### src/rtl/xcvr_pkg.sv
package xcvr_pkg;
  localparam int unsigned DEF_WIDTH = 18;

  // Write strobes from the control unit to the storage datapath
  typedef struct packed {
    logic loadAb;
    logic loadBa;
  } xcvr_strobe_t;
endpackage

### src/rtl/xcvr_ctrl.sv
module xcvr_ctrl
  import xcvr_pkg::*;
(
  input  logic         clk,
  input  logic         rstN,
  input  logic         latAb,
  input  logic         strbAb,
  input  logic         latBa,
  input  logic         strbBa,
  output xcvr_strobe_t strobes
);
  localparam int unsigned NPATH = 2;

  logic [NPATH-1:0] latVec;
  logic [NPATH-1:0] strbVec;
  logic [NPATH-1:0] strbPrev;
  logic [NPATH-1:0] loadVec;

  assign latVec  = {latBa, latAb};
  assign strbVec = {strbBa, strbAb};

  // Previous strobe samples; reset records them as low
  always_ff @(posedge clk) begin
    if (!rstN) strbPrev <= '0;
    else       strbPrev <= strbVec;
  end

  for (genvar p = 0; p < NPATH; p++) begin : g_path
    logic fallSeen;
    assign fallSeen   = strbPrev[p] & ~strbVec[p];
    assign loadVec[p] = rstN & (latVec[p] | fallSeen);
  end

  assign strobes.loadAb = loadVec[0];
  assign strobes.loadBa = loadVec[1];
endmodule

### src/rtl/xcvr_store.sv
module xcvr_store
  import xcvr_pkg::*;
#(
  parameter int unsigned WIDTH = DEF_WIDTH
) (
  input  logic             clk,
  input  logic             rstN,
  input  xcvr_strobe_t     strobes,
  input  logic [WIDTH-1:0] srcA,
  input  logic [WIDTH-1:0] srcB,
  output logic [WIDTH-1:0] wordAb,
  output logic [WIDTH-1:0] wordBa
);
  always_ff @(posedge clk) begin
    if (!rstN) begin
      wordAb <= '0;
      wordBa <= '0;
    end else begin
      if (strobes.loadAb) wordAb <= srcA;
      if (strobes.loadBa) wordBa <= srcB;
    end
  end
endmodule

### src/rtl/dual_path_xcvr.sv
module dual_path_xcvr
  import xcvr_pkg::*;
#(
  parameter int unsigned WIDTH = DEF_WIDTH
) (
  input  logic             clk,
  input  logic             rstN,
  input  logic [WIDTH-1:0] portAIn,
  input  logic [WIDTH-1:0] portBIn,
  input  logic             enAb,
  input  logic             latAb,
  input  logic             strbAb,
  input  logic             enBaN,
  input  logic             latBa,
  input  logic             strbBa,
  output logic [WIDTH-1:0] portBOut,
  output logic             portBDrive,
  output logic [WIDTH-1:0] portAOut,
  output logic             portADrive
);
  xcvr_strobe_t strobes;

  xcvr_ctrl u_ctrl (
    .clk     (clk),
    .rstN    (rstN),
    .latAb   (latAb),
    .strbAb  (strbAb),
    .latBa   (latBa),
    .strbBa  (strbBa),
    .strobes (strobes)
  );

  xcvr_store #(.WIDTH(WIDTH)) u_store (
    .clk     (clk),
    .rstN    (rstN),
    .strobes (strobes),
    .srcA    (portAIn),
    .srcB    (portBIn),
    .wordAb  (portBOut),
    .wordBa  (portAOut)
  );

  assign portBDrive = enAb;
  assign portADrive = ~enBaN;
endmodule

### config.mk
export PLATFORM = sky130hd
export DESIGN_NAME = dual_path_xcvr
export DESIGN_NICKNAME = d
export VERILOG_FILES = /design/src/rtl/xcvr_pkg.sv /design/src/rtl/xcvr_ctrl.sv /design/src/rtl/xcvr_store.sv /design/src/rtl/dual_path_xcvr.sv
export SDC_FILE = /design/constraint.sdc
export NUM_CORES = 1
export LEC_CHECK = 0
export ABC_AREA = 1
export BUFFER_PORTS_ARGS = -buffer_cell sky130_fd_sc_hd__buf_2
export CAP_MARGIN = 20
export CORE_MARGIN = 2
export CORE_UTILIZATION = 45
export CTS_CLUSTER_DIAMETER = 60
export CTS_CLUSTER_SIZE = 40
export DETAILED_ROUTE_END_ITERATION = 7
export GPL_ROUTABILITY_DRIVEN = 0
export PLACE_DENSITY = 0.79
export SYNTH_ARGS = -nofsm -noshare
export SYNTH_HDL_FRONTEND = slang
export SYNTH_HIERARCHICAL = 1
export SYNTH_SLANG_ARGS = --single-unit
### constraint.sdc
create_clock -name clk -period 1.3 [get_ports clk]
set_input_delay 0.26 -clock clk [delete_from_list [all_inputs] [get_ports clk]]
set_output_delay 0.26 -clock clk [all_outputs]
set_load 0.01 [all_outputs]
==> impl_results.md, run 1 <==
* Area share of the leading cell type in the synthesized netlist at 46.3%
* DR pass1 iterations at 4
* Die width at 64.4 um
* Worst Hold Depth at 3
* HPWL Detailed at 2.17 mm
* CP bufs+invs at 1
* Clk_skew at 0.00705 ns
* Total power at 2.27 mW
* Crit path cell chain: buf_2
* Mapped Nets at 289
* Yosys warns at 6
* Distinct cell type count after synthesis at 8
* Via count at 1,539
* CP top delay family: flip-flops
* Die Y at 64.4 um
* CTS H-Tree Depth at 2
* Hold path endpoint: u_ctrl/strbPrev[1]$_SDFF_PN0_
* Period utilization at 83.3%
* Sequential area share after synthesis at 46.3%
* Required time worst endpoint at 1.04 ns
* Vias in the first global route at 1,307
* Fin nets at 365
* Setup tns final at 0 ns
* N_diodes at 0
* Cts bufs inserted at 5
* Vias per cell at 4.19
* Final Instance Area at 0.00206 mm2
* Layout area overhead at 25.5%
* Worst r2r src: u_ctrl/strbPrev[0]$_SDFF_PN0_
* Max Cap Violations at 0
* Share of post-route cells with drive strength above 1 at 29.6%
* Full die area at 0.00415 mm2
* Setup-failing EPs final at 0
* CP Launch Type: flop
* RSZ-0062 raised after global routing: false
* Non-Filler Instances at 367
* First-pass GRT wire length at 5.24 mm
* Fin crit period at 1.08 ns
* Max incr delay on CP at 0.36 ns
* Cts hold-fix bufs at 0
* FF-to-FF path depth at 6
* Worst-path fanout max at 2
* Slowest-stage cell, CP: dfxtp_1
* Final ANT Viol Nets at 0
* GR Util All Layers at 15.8%
* Leakage at 1.26 nW
* Fmax at 0.924 GHz
* Worst rel slew slack at 75.0%
* Worst R2R Setup Slack at 0.27 ns
* Later-pin clock latency in the skew report at 0.33 ns
* Slew Viols, Final at 0
* # DRC at 0
* CTS tree: yes
* Critical Path AT at 0.82 ns
* Post-CTS sizing at 0
* Num ports at 82
* Reg2reg end: u_store/wordAb[12]$_SDFFE_PN0P_
* Row cnt at 21
* Hold Crit Class: primary input to flop
* Placed cell areas at 0.00201 mm2
* Fin. Hold Viols at 0
* Root buffer cell: clkbuf_4
* Pwr per Cell Area at 1100 mW/mm2
* Syn Area/Cell at 6.70 um2
* Hold slack at 0.129 ns
* Total wire length at 3.06 mm
* Core Box Area at 0.00342 mm2
* Placed Cells at 360
* Synth area leader: dfxtp_1
* Synth Register Bits at 38
* Synth Cell Area at 0.00164 mm2
* Routed len/inst at 8.33 um
* Worst-case clock buffer depth at 2
* Initial core utilization at 48.1%
* Clock sink total at 38
* Slew @ Worst Pin at 0.375 ns
* 1st-iter DRT viols at 55
* Synth area leaders: dfxtp_1 (46%), nand2_1 (17%), nor2_1 (15%)
* Crit path kind: flop to output port
* Clk slew on worst S/H paths at 0.11 ns
* Hold Crit Start: strbBa
* Synth Instances at 245
* Largest net degree at the start of global routing at 39
* Initial antenna violation count at 0
* CP Capture Type: output port
* Setup Buffers After CTS at 0
* GRT Residual Overflow at 0
* Max IR drop VDD at 0.582 mV
* I/O Buffers at 79
* Outcome: finished clean
-- layout by cell type, fill, tap and decap left out --
| cell type | synthesis | layout |
|---|---|---|
| buf_2 | 0 | 79 |
| nand2_1 | 76 | 76 |
| nor2_1 | 66 | 66 |
| inv_1 | 44 | 44 |
| dfxtp_1 | 38 | 38 |
| nor2_2 | 6 | 6 |
| clkbuf_4 | 0 | 5 |
| clkbuf_1 | 0 | 2 |
| a21oi_2 | 0 | 2 |
| buf_12 | 0 | 2 |
| buf_4 | 3 | 1 |
-- report_power, final --
group | internal, mW | switching (mW)
combinational | 0.196 | 0.235
clock | 0.204 | 0.348
sequential | 1.25 | 0.0393
-- final cells by class --
class	count	area (um2)
Timing Repair Buffer	82	443
Multi-Input combinational cell	150	588
Fill cell	339	1360
Tap cell	46	57.6
Sequential cell	38	761
Inverter	44	165
Clock buffer	7	45.0
-- kinds of logic after synthesis --
kind of cell | count (synthesis) | share of synthesized area, %
flip-flops | 38 | 46.3
AO/OA/AOI/OAI | 2 | 0.610
AND/OR/NAND/NOR | 148 | 34.8
buffers and inverters | 57 | 18.3
-- Yosys cell counts --
| cell type | n |
|---|---|
| nor2_1 | 66 |
| nor2_2 | 6 |
| buf_4 | 3 |
| a21oi_1 | 2 |
| buf_6 | 10 |
| dfxtp_1 | 38 |
| inv_1 | 44 |
| nand2_1 | 76 |
-- sequential cells by signal, indices dropped and copies added (netlist names) --
name / count
u_store/wordAb: 18
u_store/wordBa: 18
u_ctrl/strbPrev: 2
-- per-layer routing --
layer	global-route usage [%]	vias to the layer above	part of all wire (%)
li1	-	832	-
met1	19.0	638	45
met2	25.7	63	43
met3	6.51	6	10
met4	4.79	0	1.3
met5	0	-	0
-- worst max path at each step --
stage	startpoint	to	cells past startpoint
floorplan	strbBa	u_store/wordBa[11]$_SDFFE_PN0P_	8
global placement	strbAb	u_store/wordAb[10]$_SDFFE_PN0P_	8
detailed placement	strbAb	u_store/wordAb[12]$_SDFFE_PN0P_	8
CTS	u_store/wordBa[14]$_SDFFE_PN0P_	portAOut[14]	1
global route	u_ctrl/strbPrev[1]$_SDFF_PN0_	u_store/wordBa[9]$_SDFFE_PN0P_	6
finish	u_store/wordBa[6]$_SDFFE_PN0P_	portAOut[6]	1
-- per-stage QoR --
step	util, %	setup slack (ns)
floorplan	-	0.315
global placement	59.0	0.187
detailed placement	59.0	0.164
CTS	60.3	0.196
global route	60.3	0.142
finish	60.3	0.217
(Power assumes the default switching activity.)
==> inputs of run 2 (changes only) <==
- CORE_UTILIZATION: 45 -> 40
- PLACE_DENSITY: 0.79 -> 0.74
- clock period: 1.3 -> 0.9 ns (I/O delays scaled with it)
==> run 2 against run 1 <==
Net effect:
- the run now ends with negative setup slack left
- global-route usage grew 0.11 points
- total power increased by 100%
- final cell count grew 4.1%
- wire length grew 36%
- critical path depth rose by 6
- core utilization is 6.4 points higher
- critical endpoint is now u_store/wordAb[0]$_SDFFE_PN0P_
==> impl_results.md, run 2 (same netlist as run 1, synthesis figures left out) <==
* Hold Crit Class: primary input to flop (unchanged)
* # DRC at 0 (unchanged)
* CTS tree: yes (unchanged)
* Slew @ Worst Pin at 0.400 ns (was 0.375 ns)
* Share of post-route cells with drive strength above 1 at 49.1% (was 29.6%)
* Period utilization at 124%
* Metal-1 WL at 1.78 mm (was 1.38 mm)
* Crit path cell chain: nand2_2 -> a21oi_4 -> buf_12 -> clkbuf_16 -> nand2_2 -> nand2_1 -> nor2_1 (was buf_2)
* Required time worst endpoint at 1.07 ns (was 1.04 ns)
* Violated checks: negative setup slack
* Critical Path AT at 1.28 ns (was 0.82 ns)
* Pwr per Cell Area at 1730 mW/mm2 (was 1100 mW/mm2)
* Worst-case clock buffer depth at 2 (unchanged)
* Slew Viols, Final at 0 (unchanged)
* Root buffer cell: clkbuf_8 (was clkbuf_4)
* Worst rel slew slack at 73.3% (was 75.0%)
* Core Util, Final at 66.7% (was 60.3%)
* Highest-count cells in the layout ignoring fill and taps: nor2_1 (66), nand2_1 (59), inv_1 (44), buf_2 (43), dfxtp_2 (38) (was buf_2 (79), nand2_1 (76), nor2_1 (66), inv_1 (44), dfxtp_1 (38))
* FF-to-FF path depth at 7 (was 6)
* HPWL Detailed at 2.21 mm (was 2.17 mm)
* Setup-failing EPs final at 66 (was 0)
* Fin nets at 375 (was 365)
* Fillers at 330 (was 339)
* Num ports at 82 (unchanged)
* Largest net degree at the start of global routing at 39 (unchanged)
* Fmax at 0.899 GHz
* GRT Residual Overflow at 0 (unchanged)
* Slowest-stage cell, CP: dfxtp_2 (was dfxtp_1)
* Met3 WL post-DR at 262 um (was 315 um)
* Clk slew on worst S/H paths at 0.07 ns (was 0.11 ns)
* Die Y at 68.1 um (was 64.4 um)
* Core Box Area at 0.00397 mm2 (was 0.00342 mm2)
* Cts bufs inserted at 5 (unchanged)
* Full die area at 0.00463 mm2 (was 0.00415 mm2)
* Dpl ws at -0.160 ns (was 0.164 ns)
* CP Capture Type: flop (was output port)
* Routed len/inst at 10.9 um (was 8.33 um)
* GR Util All Layers at 15.9% (was 15.8%)
* Clock sink total at 38 (unchanged)
* Row cnt at 23 (was 21)
* Outcome: finished, violations left (was finished clean)
* Area of the multi-input gates at 643 um2 (was 588 um2)
* Initial antenna violation count at 0 (unchanged)
* Later-pin clock latency in the skew report at 0.28 ns (was 0.33 ns)
* Crit-path most repeated cell: nand2_2
* Vias per cell at 4.29 (was 4.19)
* Fin. Hold Viols at 0 (unchanged)
* I/O Buffers at 79 (unchanged)
* Slack of the critical path at -0.213 ns (was 0.217 ns)
* CP Launch Type: flop (unchanged)
* Total power at 4.58 mW (was 2.27 mW)
* Final ANT Viol Nets at 0 (unchanged)
* Max incr delay on CP at 0.32 ns (was 0.36 ns)
* Worst r2r src: u_ctrl/strbPrev[0]$_SDFF_PN0_ (unchanged)
* Layout area overhead at 61.4% (was 25.5%)
* Worst-path fanout max at 7 (was 2)
* Initial core utilization at 41.3% (was 48.1%)
* Final Instance Area at 0.00265 mm2 (was 0.00206 mm2)
* Die width at 68.1 um (was 64.4 um)
* Register area at 808 um2 (was 761 um2)
* Worst R2R Setup Slack at -0.21 ns (was 0.27 ns)
* Hold Crit Start: strbBa (unchanged)
* Clk_skew at 0.00554 ns (was 0.00705 ns)
* Leakage at 1.45 nW (was 1.26 nW)
* DR pass1 iterations at 4 (unchanged)
* Fin crit period at 1.11 ns
* RSZ-0062 raised after global routing: true (was false)
* Met2 WL at 2.08 mm (was 1.32 mm)
* CTS H-Tree Depth at 2 (unchanged)
* Top sig layer: met4 (unchanged)
* Max IR drop VDD at 0.945 mV (was 0.582 mV)
* First-pass GRT wire length at 5.61 mm (was 5.24 mm)
* 1st-iter DRT viols at 43 (was 55)
* Regs by FF count: u_store/wordAb (18), u_store/wordBa (18), u_ctrl/strbPrev (2) (unchanged)
* Total wire length at 4.17 mm (was 3.06 mm)
* Placed cell areas at 0.00202 mm2 (was 0.00201 mm2)
* Vias in the first global route at 1,365 (was 1,307)
* Max Cap Violations at 0 (unchanged)
* Reg2reg end: u_store/wordAb[0]$_SDFFE_PN0P_ (was u_store/wordAb[12]$_SDFFE_PN0P_)
* Most common cell after layout, fill and taps aside: nor2_1 (was buf_2)
* Worst Hold Depth at 3 (unchanged)
* Crit path kind: flop to flop (was flop to output port)
* Cts hold-fix bufs at 0 (unchanged)
* N_diodes at 0 (unchanged)
* Via count at 1,640 (was 1,539)
* Hold path endpoint: u_ctrl/strbPrev[1]$_SDFF_PN0_ (unchanged)
## run 2: cell count changes in the layout (fill, tap and decap cells not counted), sizes merged
cell | previous run | this run
clkbuf | 7 | 9
buf | 82 | 89
bufinv | 0 | 2
## run 2: critical path: cells and delay by family, from the launching register on
kind,cells,cell delay [ns]
flip-flops,1,0.32
AO/OA/AOI/OAI,1,0.16
buffers and inverters,2,0.30
AND/OR/NAND/NOR,4,0.21
## run 2: what timing repair did
action	CTS	global route
cloned	0	6
pin swaps	0	16
setup endpoints to repair	72	72
setup buffers	2	2
gates resized for setup	70	25
## run 2: worst max-delay path by stage
stage                                        startpoint                              end  cells past startpoint
after global placement                           strbBa  u_store/wordBa[11]$_SDFFE_PN0P_                      8
after floorplan           u_ctrl/strbPrev[1]$_SDFF_PN0_  u_store/wordBa[11]$_SDFFE_PN0P_                      7
after detailed placement                         strbBa  u_store/wordBa[10]$_SDFFE_PN0P_                      8
after global routing      u_ctrl/strbPrev[0]$_SDFF_PN0_   u_store/wordAb[0]$_SDFFE_PN0P_                      7
final                     u_ctrl/strbPrev[0]$_SDFF_PN0_   u_store/wordAb[0]$_SDFFE_PN0P_                      7
after CTS                 u_ctrl/strbPrev[1]$_SDFF_PN0_  u_store/wordBa[10]$_SDFFE_PN0P_                      6
## run 2: power by group
group	switching, mW	leakage [nW]	internal (mW)
clock network	0.579	0.0714	1.18
registers	0.0904	0.327	1.83
logic	0.403	1.05	0.493
## run 2: layout make-up
cell class                      instances  share of cell area, %
Timing Repair Buffer                   92                   31.2
Clock inverter                          2                   2.27
Clock buffer                            6                   3.12
Sequential cell                        38                   30.5
Inverter                               44                   6.24
Tap cell                               50                   2.36
Multi-Input combinational cell        150                   24.3
## run 2: metal layers
| layer | GRT usage, % | vias up |
|---|---|---|
| li1 | - | 855 |
| met1 | 17.7 | 715 |
| met2 | 28.0 | 65 |
| met3 | 5.10 | 5 |
| met4 | 6.00 | 0 |
| met5 | 0 | - |
## run 2: metrics by stage
stage	hold slack, ns	TNS [ns]	cells
3_5_place_dp	0.360	-4.98	364
5_1_grt	0.112	-9.14	382
2_1_floorplan	0.273	-1.21	245
6_report	0.0965	-5.40	382
4_1_cts	0.0879	-4.59	374
3_3_place_gp	0.360	-4.07	364
